==> config.mk <==
export PLATFORM = sky130hd
export DESIGN_NAME = ras_locator
export DESIGN_NICKNAME = d
export VERILOG_FILES = /design/src/rtl/ras_pkg.sv /design/src/rtl/ras_tag_bank.sv /design/src/rtl/ras_way_scan.sv /design/src/rtl/ras_link_tbl.sv /design/src/rtl/ras_locator.sv
export SDC_FILE = /design/constraint.sdc
export NUM_CORES = 1
export LEC_CHECK = 0
export CAP_MARGIN = 20
export CORE_ASPECT_RATIO = 0.75
export CORE_MARGIN = 2
export CORE_UTILIZATION = 45
export DETAILED_ROUTE_END_ITERATION = 8
export DONT_BUFFER_PORTS = 1
export GPL_ROUTABILITY_DRIVEN = 1
export SLEW_MARGIN = 20
export SYNTH_ARGS = -nofsm -noshare
export SYNTH_HDL_FRONTEND = slang
export SYNTH_HIERARCHICAL = 1
export SYNTH_SLANG_ARGS = --single-unit
==> constraint.sdc <==
create_clock -name clk -period 4.8 [get_ports clk]
set_input_delay 0.48 -clock clk [delete_from_list [all_inputs] [get_ports clk]]
set_output_delay 0.48 -clock clk [all_outputs]
set_load 0.02 [all_outputs]
==> src/rtl/ras_pkg.sv <==
`timescale 1ns/1ps
package ras_pkg;

    typedef enum logic [2:0] {
        ST_IDLE,
        ST_PRD,
        ST_PCMP,
        ST_ORD,
        ST_OCMP
    } ras_state_e;

    typedef struct packed {
        logic hit;
        logic fail;
    } ras_verdict_t;

    function automatic int prim_slot(input int set_i, input int way_i, input int ways);
        return set_i * ways + way_i;
    endfunction

    function automatic int ovf_slot(input int base, input int oset_i, input int oway_i,
                                    input int oways);
        return base + oset_i * oways + oway_i;
    endfunction

endpackage

==> src/rtl/ras_tag_bank.sv <==
`timescale 1ns/1ps
module ras_tag_bank #(
    parameter int NROWS = 32,
    parameter int WAYS  = 2,
    parameter int TW    = 7
) (
    input  logic                          clk,
    input  logic                          rst,
    input  logic                          rd_en,
    input  logic [$clog2(NROWS)-1:0]      rd_idx,
    output logic [WAYS*TW-1:0]            rd_tags,
    output logic [WAYS-1:0]               rd_vld,
    input  logic                          wr_en,
    input  logic [$clog2(NROWS)-1:0]      wr_idx,
    input  logic [(WAYS>1 ? $clog2(WAYS) : 1)-1:0] wr_way,
    input  logic [TW-1:0]                 wr_tag
);
    logic [TW-1:0]   tag_mem [NROWS][WAYS];
    logic [WAYS-1:0] vld_mem [NROWS];

    always_ff @(posedge clk) begin
        if (wr_en) tag_mem[wr_idx][wr_way] <= wr_tag;
        if (rd_en) begin
            for (int w = 0; w < WAYS; w++) rd_tags[w*TW +: TW] <= tag_mem[rd_idx][w];
        end
    end

    always_ff @(posedge clk) begin
        if (rst) begin
            for (int r = 0; r < NROWS; r++) vld_mem[r] <= '0;
            rd_vld <= '0;
        end else begin
            if (wr_en) vld_mem[wr_idx][wr_way] <= 1'b1;
            if (rd_en) rd_vld <= vld_mem[rd_idx];
        end
    end


    no_clobber_chk: assert property (@(posedge clk) disable iff (rst)
        wr_en |-> !vld_mem[wr_idx][wr_way]);

endmodule

==> src/rtl/ras_way_scan.sv <==
`timescale 1ns/1ps
module ras_way_scan #(
    parameter int WAYS = 2,
    parameter int TW   = 7
) (
    input  logic [WAYS*TW-1:0] tags,
    input  logic [WAYS-1:0]    vld,
    input  logic [TW-1:0]      key,
    output logic               hit,
    output logic [(WAYS>1 ? $clog2(WAYS) : 1)-1:0] hit_way,
    output logic               has_free,
    output logic [(WAYS>1 ? $clog2(WAYS) : 1)-1:0] free_way
);
    localparam int WW = (WAYS > 1) ? $clog2(WAYS) : 1;

    always_comb begin
        hit      = 1'b0;
        hit_way  = '0;
        has_free = 1'b0;
        free_way = '0;
        for (int w = WAYS - 1; w >= 0; w--) begin
            if (vld[w] && tags[w*TW +: TW] == key) begin
                hit     = 1'b1;
                hit_way = WW'(w);
            end
            if (!vld[w]) begin
                has_free = 1'b1;
                free_way = WW'(w);
            end
        end
    end

endmodule

==> src/rtl/ras_link_tbl.sv <==
`timescale 1ns/1ps
module ras_link_tbl #(
    parameter int NROWS = 32,
    parameter int PW    = 4
) (
    input  logic                     clk,
    input  logic                     rst,
    input  logic                     rd_en,
    input  logic [$clog2(NROWS)-1:0] rd_idx,
    output logic                     rd_on,
    output logic [PW-1:0]            rd_ptr,
    input  logic                     wr_en,
    input  logic [$clog2(NROWS)-1:0] wr_idx,
    input  logic [PW-1:0]            wr_ptr
);
    logic [NROWS-1:0] on_q;
    logic [PW-1:0]    ptr_mem [NROWS];

    always_ff @(posedge clk) begin
        if (wr_en) ptr_mem[wr_idx] <= wr_ptr;
        if (rd_en) rd_ptr <= ptr_mem[rd_idx];
    end

    always_ff @(posedge clk) begin
        if (rst) begin
            on_q  <= '0;
            rd_on <= 1'b0;
        end else begin
            if (wr_en) on_q[wr_idx] <= 1'b1;
            if (rd_en) rd_on <= on_q[rd_idx];
        end
    end


    link_once_chk: assert property (@(posedge clk) disable iff (rst)
        wr_en |-> !on_q[wr_idx]);

endmodule

==> src/rtl/ras_locator.sv <==
`timescale 1ns/1ps
module ras_locator
    import ras_pkg::*;
#(
    parameter int ADDR_W    = 12,
    parameter int SET_BITS  = 5,
    parameter int WAYS      = 2,
    parameter int OSET_BITS = 4,
    parameter int OWAYS     = 2,
    localparam int NSETS      = 1 << SET_BITS,
    localparam int OSETS      = 1 << OSET_BITS,
    localparam int PRIM_SLOTS = NSETS * WAYS,
    localparam int TOTAL      = PRIM_SLOTS + OSETS * OWAYS,
    localparam int SLOT_W     = $clog2(TOTAL)
) (
    input  logic              clk,
    input  logic              rst,
    input  logic              lk_req,
    input  logic              ins_req,
    input  logic [ADDR_W-1:0] req_addr,
    output logic              busy,
    output logic              done,
    output logic              hit,
    output logic              fail,
    output logic [SLOT_W-1:0] slot
);
    localparam int TAG_W = ADDR_W - SET_BITS;
    localparam int WW    = (WAYS > 1) ? $clog2(WAYS) : 1;
    localparam int OWW   = (OWAYS > 1) ? $clog2(OWAYS) : 1;

    ras_state_e           state_q;
    logic [ADDR_W-1:0]    addr_q;
    logic                 ins_q;
    logic [OSET_BITS-1:0] optr_q;
    logic                 newlnk_q;
    logic [OSET_BITS-1:0] rr_q;
    ras_verdict_t         verdict_q;
    logic [SLOT_W-1:0]    slot_q;
    logic                 done_q;

    logic [SET_BITS-1:0]  set_q;
    logic [TAG_W-1:0]     tag_q;
    assign set_q = addr_q[SET_BITS-1:0];
    assign tag_q = addr_q[ADDR_W-1:SET_BITS];

    logic                 accept;
    assign accept = (state_q == ST_IDLE) && (lk_req || ins_req);

    logic [WAYS*TAG_W-1:0]  p_tags;
    logic [WAYS-1:0]        p_vld;
    logic [OWAYS*ADDR_W-1:0] o_tags;
    logic [OWAYS-1:0]       o_vld;
    logic                   l_on;
    logic [OSET_BITS-1:0]   l_ptr;
    logic                   p_hit, p_free, o_hit, o_free;
    logic [WW-1:0]          p_hit_way, p_free_way;
    logic [OWW-1:0]         o_hit_way, o_free_way;
    logic                   p_wr_en, o_wr_en, l_wr_en;

    assign p_wr_en = (state_q == ST_PCMP) && ins_q && !p_hit && p_free;
    assign o_wr_en = (state_q == ST_OCMP) && ins_q && !o_hit && o_free;
    assign l_wr_en = o_wr_en && newlnk_q;

    ras_tag_bank #(.NROWS(NSETS), .WAYS(WAYS), .TW(TAG_W)) u_prim (
        .clk(clk), .rst(rst),
        .rd_en(state_q == ST_PRD), .rd_idx(set_q), .rd_tags(p_tags), .rd_vld(p_vld),
        .wr_en(p_wr_en), .wr_idx(set_q), .wr_way(p_free_way), .wr_tag(tag_q)
    );

    ras_tag_bank #(.NROWS(OSETS), .WAYS(OWAYS), .TW(ADDR_W)) u_ovf (
        .clk(clk), .rst(rst),
        .rd_en(state_q == ST_ORD), .rd_idx(optr_q), .rd_tags(o_tags), .rd_vld(o_vld),
        .wr_en(o_wr_en), .wr_idx(optr_q), .wr_way(o_free_way), .wr_tag(addr_q)
    );

    ras_link_tbl #(.NROWS(NSETS), .PW(OSET_BITS)) u_link (
        .clk(clk), .rst(rst),
        .rd_en(state_q == ST_PRD), .rd_idx(set_q), .rd_on(l_on), .rd_ptr(l_ptr),
        .wr_en(l_wr_en), .wr_idx(set_q), .wr_ptr(optr_q)
    );

    ras_way_scan #(.WAYS(WAYS), .TW(TAG_W)) u_pscan (
        .tags(p_tags), .vld(p_vld), .key(tag_q),
        .hit(p_hit), .hit_way(p_hit_way), .has_free(p_free), .free_way(p_free_way)
    );

    ras_way_scan #(.WAYS(OWAYS), .TW(ADDR_W)) u_oscan (
        .tags(o_tags), .vld(o_vld), .key(addr_q),
        .hit(o_hit), .hit_way(o_hit_way), .has_free(o_free), .free_way(o_free_way)
    );

    always_ff @(posedge clk) begin
        if (rst) begin
            state_q   <= ST_IDLE;
            addr_q    <= '0;
            ins_q     <= 1'b0;
            optr_q    <= '0;
            newlnk_q  <= 1'b0;
            rr_q      <= '0;
            verdict_q <= '0;
            slot_q    <= '0;
            done_q    <= 1'b0;
        end else begin
            done_q <= 1'b0;
            unique case (state_q)
                ST_IDLE: if (accept) begin
                    addr_q  <= req_addr;
                    ins_q   <= ins_req;
                    state_q <= ST_PRD;
                end
                ST_PRD: state_q <= ST_PCMP;
                ST_PCMP: begin
                    if (p_hit || p_wr_en) begin
                        done_q    <= 1'b1;
                        verdict_q <= '{hit: 1'b1, fail: 1'b0};
                        slot_q    <= SLOT_W'(prim_slot(int'(set_q),
                                         int'(p_hit ? p_hit_way : p_free_way), WAYS));
                        state_q   <= ST_IDLE;
                    end else if (l_on) begin
                        optr_q   <= l_ptr;
                        newlnk_q <= 1'b0;
                        state_q  <= ST_ORD;
                    end else if (ins_q) begin
                        optr_q   <= rr_q;
                        newlnk_q <= 1'b1;
                        state_q  <= ST_ORD;
                    end else begin
                        done_q    <= 1'b1;
                        verdict_q <= '{hit: 1'b0, fail: 1'b0};
                        slot_q    <= '0;
                        state_q   <= ST_IDLE;
                    end
                end
                ST_ORD: state_q <= ST_OCMP;
                ST_OCMP: begin
                    done_q  <= 1'b1;
                    state_q <= ST_IDLE;
                    if (o_hit || o_wr_en) begin
                        verdict_q <= '{hit: 1'b1, fail: 1'b0};
                        slot_q    <= SLOT_W'(ovf_slot(PRIM_SLOTS, int'(optr_q),
                                         int'(o_hit ? o_hit_way : o_free_way), OWAYS));
                        if (o_wr_en && newlnk_q) rr_q <= rr_q + 1'b1;
                    end else begin
                        verdict_q <= '{hit: 1'b0, fail: ins_q};
                        slot_q    <= '0;
                    end
                end
                default: state_q <= ST_IDLE;
            endcase
        end
    end

    assign busy = (state_q != ST_IDLE);
    assign done = done_q;
    assign hit  = verdict_q.hit;
    assign fail = verdict_q.fail;
    assign slot = slot_q;


    lat_short_chk: assert property (@(posedge clk) disable iff (rst)
        accept |-> ##3 (done || state_q == ST_ORD));


    lat_long_chk: assert property (@(posedge clk) disable iff (rst)
        (state_q == ST_ORD) |-> ##2 done);


    single_done_chk: assert property (@(posedge clk) disable iff (rst)
        done |=> !done);


    fail_frozen_chk: assert property (@(posedge clk) disable iff (rst)
        (done && fail) |-> ($stable(rr_q) && !hit));


    fail_on_insert_chk: assert property (@(posedge clk) disable iff (rst)
        (state_q == ST_OCMP && !ins_q) |=> !fail);

endmodule

# Yosys cells after proc, flatten, opt, wreduce, memory -nomap -nowiden
# Memory sizes are Yosys's and may differ from the RTL's. A register that Yosys moved wholly into a read port is not among the register bits.
# Cells that the tools add are included.
# classes
addsub	4
magnitude_cmp	10
n_eq_ne	11
n_mux	67
bitwise_logic	4
reduce_logical	32
# op_table
cell	count
$mux W7	5
$or A32 B32 Y32	1
$mux W1	31
$mux W2	13
$eq A12 B12 Y1	2
$mux W24	1
$logic_and A1 B1 Y1	17
$eq A7 B7 Y1	2
$mux W14	1
$pmux W7 S2	1
$demux W12 S1	1
$mux W12	1
$mux W4	3
$pmux W3 S4	1
$reduce_and A3 Y1	3
$add A6 B1 Y7	1
$add A7 B1 Y7	1
$add A7 B5 Y7 const A	1
$demux W7 S1	1
$eq A3 B2 Y1 const B	2
$lt A5 B6 Y1 const B	1
$bmux W1 S5	1
$demux W1 S5	1
$ge A5 B1 Y1 const B	1
24 further kinds	35
# word_totals
regBits	68
ramBits	1056
in_bits	16
output_inout_bits	11
wordCells	145
n_memories	5
# memory_table
name	words	width	rd	rd_clocked_by_memory_dff	write_ports	line_no	text
u_prim.tag_mem	32	14	1	1	1	ras_tag_bank.sv:18	logic [TW-1:0] tag_mem [NROWS][WAYS];
u_ovf.tag_mem	16	24	1	1	1	ras_tag_bank.sv:18	
u_link.ptr_mem	32	4	1	1	1	ras_link_tbl.sv:17	logic [PW-1:0] ptr_mem [NROWS];
u_prim.vld_mem	32	2	1	1	32	ras_tag_bank.sv:19	logic [WAYS-1:0] vld_mem [NROWS];
u_ovf.vld_mem	16	2	1	1	16	ras_tag_bank.sv:19	

# Longest topological paths before layout
# depth
ltp_word	12
mapped_depth	11
mapped_depth_nobuf	10

# Modules after synthesis
# The synthesis kept the hierarchy.
# by_module_without_submodules
mod	instances	cells_per_inst	area_per_inst_um2	seq_area_each_um2
ras_tag_bank at u_prim	1	1017	20170.6	15194.6
ras_tag_bank at u_ovf	1	740	16661.0	12932.4
ras_link_tbl	1	377	6409.9	4624.4
ras_locator	1	171	1644.1	700.7
ras_way_scan at u_oscan	1	38	300.3	0.0
ras_way_scan at u_pscan	1	23	173.9	0.0

# Least setup slack after synthesis
# Ideal clock, no wire load.
# synth_path
path_type	flip-flop to flip-flop
from	register addr_q[8]
to	memory u_ovf/tag_mem[0][12] (netlist name), enable pin
setup_ps	399
arrival_ps	4604
required_ps	4401
slack_ps	-202
stages_incl_launch_ff	8
path_buffers	0
synth_period_minus_slack_ps	5002
path_cell_list	dfxtp_1 > xnor2_1 > nand4_1 > nor4_2 > or2_1 > nor4b_1 > or4b_2 > nor3_1
# synth_between
elab_chain_cells	9
word_cells_on_any_way	11
classes_between	eq/ne (2); mux (4); reduce/logical (5)
# synth_lines
element	line_no	text
start, declared	ras_locator.sv:32	logic [ADDR_W-1:0] addr_q;
start signal, assigned	ras_locator.sv:107	addr_q <= req_addr;
$eq A12 B12 Y1	ras_way_scan.sv:22	if (vld[w] && tags[w*TW +: TW] == key) begin
$logic_and A1 B1 Y1	ras_way_scan.sv:22	
$mux W1	ras_way_scan.sv:22	
$mux W1 *	ras_way_scan.sv:22	
named net o_hit	ras_locator.sv:55	logic p_hit, p_free, o_hit, o_free;
$logic_not A1 Y1 *	ras_locator.sv:61	assign o_wr_en = (state_q == ST_OCMP) && ins_q && !o_hit && o_free;
$logic_and A1 B1 Y1 * (2 in a row)	ras_locator.sv:61	
named net o_wr_en	ras_locator.sv:58	logic p_wr_en, o_wr_en, l_wr_en;
$mux W1 *	ras_tag_bank.sv:22	if (wr_en) tag_mem[wr_idx][wr_way] <= wr_tag;
$mux W24 (not written as such) *	ras_tag_bank.sv:22	
end, declared	ras_tag_bank.sv:18	
# The timed path passes the listed nets; every way through them passes the cells marked *.

# Worst setup path after layout
# layout_path
from	register addr_q[0]
to	memory u_ovf/tag_mem[7][19] (netlist name), enable pin
# Same word-level chain as after synthesis.

==> summary.txt <==
Logic synthesis
  • Syn avg cell area: approximately 19 um^2
  • Synth Flop Type: edfxtp_1
  • Syn. warnings: 6
  • Synth cell types: about 60
  • Post-Syn Nets: ~2400
  • Sequential element share of the synthesized area: about three quarters
  • Leading area contributor after synthesis: edfxtp_1
  • Synthesized flop and latch total: between 1000 and 1500
  • EDFF count, synth: around 1000
  • Post-synth top cells: edfxtp_1, nor2_1, mux4_2, dfxtp_1, mux2i_1
  • Async set-reset flop share out of synthesis: 0%
  • Synth Cell Area: between 0.04 and 0.05 mm^2
  • Post-Syn Instances: approximately 2400
  • Yosys top cell area share: 66.3%
  • Area contributors post-synth: edfxtp_1, mux4_2, dfxtp_1
  • Count leader, synth: edfxtp_1

Final layout
  • P&R area growth vs syn: 11.9%
  • Area occupied by registers: roughly 0.034 mm^2
  • Area occupied by multi-input gates: approximately 0.011 mm^2
  • Fillers: just under 8000
  • Share of cells above drive strength 1: 24.3%
  • Net total in the final layout: 2463
  • Design Area, Final: around 0.05 mm^2
  • Core Util, Final: approximately half

Floorplan
  • Die H: approximately 280 um
  • Initial Utilization: between 40% and 50%
  • Std cell rows: 100
  • Core Area: 0.0996 mm^2
  • # IOs: 27
  • Die area: ~0.10 mm^2
  • Die X-Extent: approximately 370 um

Critical path
  • Crit-path max cell delay: around 0.9 ns
  • Crit Path Class: reg -> reg
  • Worst Setup Start Kind: flip-flop
  • CP Cell Sequence: xnor2_1 -> nand3_1 -> nor4_2 -> or2_1 -> nor4b_2 -> nand4bb_1 -> nor2_1 -> buf_4
  • WP data required: 5.20 ns
  • CP arrival: about 4.4 ns
  • CP top delay family: simple AND/OR/NAND/NOR gates
  • Worst setup EP type: flip-flop
  • Crit-path max FO: 33
  • Crit path buf inv count: 1
  • Slowest-stage cell, CP: nor4b_2

Global routing
  • Largest net degree at the start of global routing: about 170
  • First-pass GRT wire length: approximately 150000 um
  • Vias in the first global route: 22591
  • GRT overflow: 0
  • Initial antenna violation count: 3
  • Total track usage: approximately a fifth

Placement
  • Placed cell areas: roughly 0.047 mm^2
  • RePlAce Congestion: just under 0.8
  • I/O Buffers: 0
  • Post-DP HPWL: just over 60000 um
  • Setup slack after placement: approximately 0.84 ns

CTS
  • H-tree depth: 3
  • Hold_buf cts: 10
  • Num CTS Buffers: 104
  • Postcts setup bufs: 0
  • Clk buf depth: 3
  • PostCTS Resize Cnt: 0
  • CTS Sinks: between 1000 and 1500
  • CTS clk-pin slew, worst paths: roughly 0.06 ns
  • TritonCTS clock tree: done
  • Worst skew pair latency: around 0.70 ns
  • Root Buffer: clkbuf_16

Timing
  • Final Skew: 0.0253 ns
  • RSZ-0062 raised after global routing: no
  • Hold Worst Slack: ~0.043 ns
  • Pins Over Slew Limit: 0
  • Tcrit/Tclk final: 83.4%
  • Final setup fails: 0
  • Max Fclk: between 200 and 250 MHz
  • Hold Vio Cnt, Final: 0
  • Worst Max-Slew Pin Slew: between 1 and 1.5 ns
  • Min cycle time layout: about 4 ns
  • Final worst slack: between 0.7 and 0.8 ns
  • Setup TNS: 0 ns
  • Worst slew margin: between 30% and 40%

Drt
  • Mean routed wirelength per cell: roughly 27 um
  • Drt first pass iters: 5
  • Vias: 22680
  • Vias/cell: 5.87
  • Drt total wl: around 100000 um
  • DRC errors left: 0
  • DRT iter0 DRCs: 2404
  • ANT nets after route: 0

Pwr
  • Maximum VDD drop: 0.300 mV
  • Pwr dens: 411 mW/mm^2
  • Leakage: approximately 0.016 uW

Worst hold path
  • Hold crit path type: in -> reg

Run status
  • Status: finished, final reports clean

Job
  • Max cap viols: 0
[area by class of cell]
type / count / share of cell area, %
multi-input combinational: 1073 / 22.3
tap: 1326 / 3.27
clock inverter: 51 / 1.01
timing repair buffer: 94 / 1.57
clock buffer: 147 / 5.81
inverter: 3 / 0.0222
sequential: 1170 / 66.0
antenna: 1 / 0.00493
[flip-flops by register name (all words and copies together) (netlist names), 2 cells and up]
signal,cells
u_prim/tag_mem,448
u_ovf/tag_mem,384
u_link/ptr_mem,128
u_prim/vld_mem,64
u_link/on_q,32
u_ovf/vld_mem,32
u_ovf/rd_tags,24
u_prim/rd_tags,14
addr_q,12
slot,7
optr_q,4
rr_q,4
u_link/rd_ptr,4
state_q,3
u_ovf/rd_vld,2
u_prim/rd_vld,2
[final timing paths]
path	cells after the start	from	endpoint	slack (ns)
max	8	addr_q[0]	u_ovf/tag_mem[7][19]	0.80
min	2	req_addr[10]	addr_q[10]	0.04
max reg2reg	8	addr_q[0]	u_ovf/tag_mem[7][19]	0.80
min reg2reg	2	u_prim/vld_mem[24][0]	u_prim/vld_mem[24][0]	0.47
[logic make-up (layout without fill, tap and decap cells)]
family,count (synthesis),count (layout),synth area share (%)
other,0,1,0
AOI/OAI and AO/OA,85,85,1.50
and+or+nand+nor,547,547,5.41
buffers and inverters,123,295,1.39
adders and majority gates,1,1,0.0276
xor gates and xnor gates,41,41,0.792
muxes,399,399,17.1
DFF,1170,1170,73.7
[report_power, final]
group	switching, uW	internal, uW	leakage, uW
Combinational	671	476	0.00337
Clock	3630	4780	0.00169
Sequential	145	11100	0.0106
[metal layers]
layer | wire [um] | up-vias | track usage [%]
met5 | 0 | - | 0
met4 | 1930 | 0 | 4.32
met3 | 8030 | 139 | 4.46
met2 | 48000 | 898 | 30.4
met1 | 45800 | 12040 | 30.4
li1 | - | 9603 | -
[per-stage QoR]
stage	std cells	total power [uW]
after floorplan	2366	12200
after global placement	3656	12600
after detailed placement	3656	12600
after CTS	3864	21000
after global routing	3864	21500
final	3865	20800
[layout by cell type (no fill, tap or decap), types with 5 or more instances in the layout]
master and instances:
bufinv_16 9, clkinv_2 14, a21oi_1 16, dfxtp_4 15, nand2_1 26, o21ba_2 12, a22oi_1 29, buf_4 80
mux4_2 300, clkbuf_8 12, mux2i_1 80, clkbuf_16 107, dlygate4sd3_1 9, dfxtp_1 152, clkinv_1 19, nand2b_1 14
nor2_1 389, nand4b_1 5, nor3_2 10, clkbuf_1 28, or3b_2 5, nor3_1 11, xnor2_1 41, a211oi_1 11
edfxtp_1 1002, nand4_1 12, nor2b_1 13, nand3_1 24, mux2_2 19, nand3b_1 8
Power figures use the tool's default switching activity.
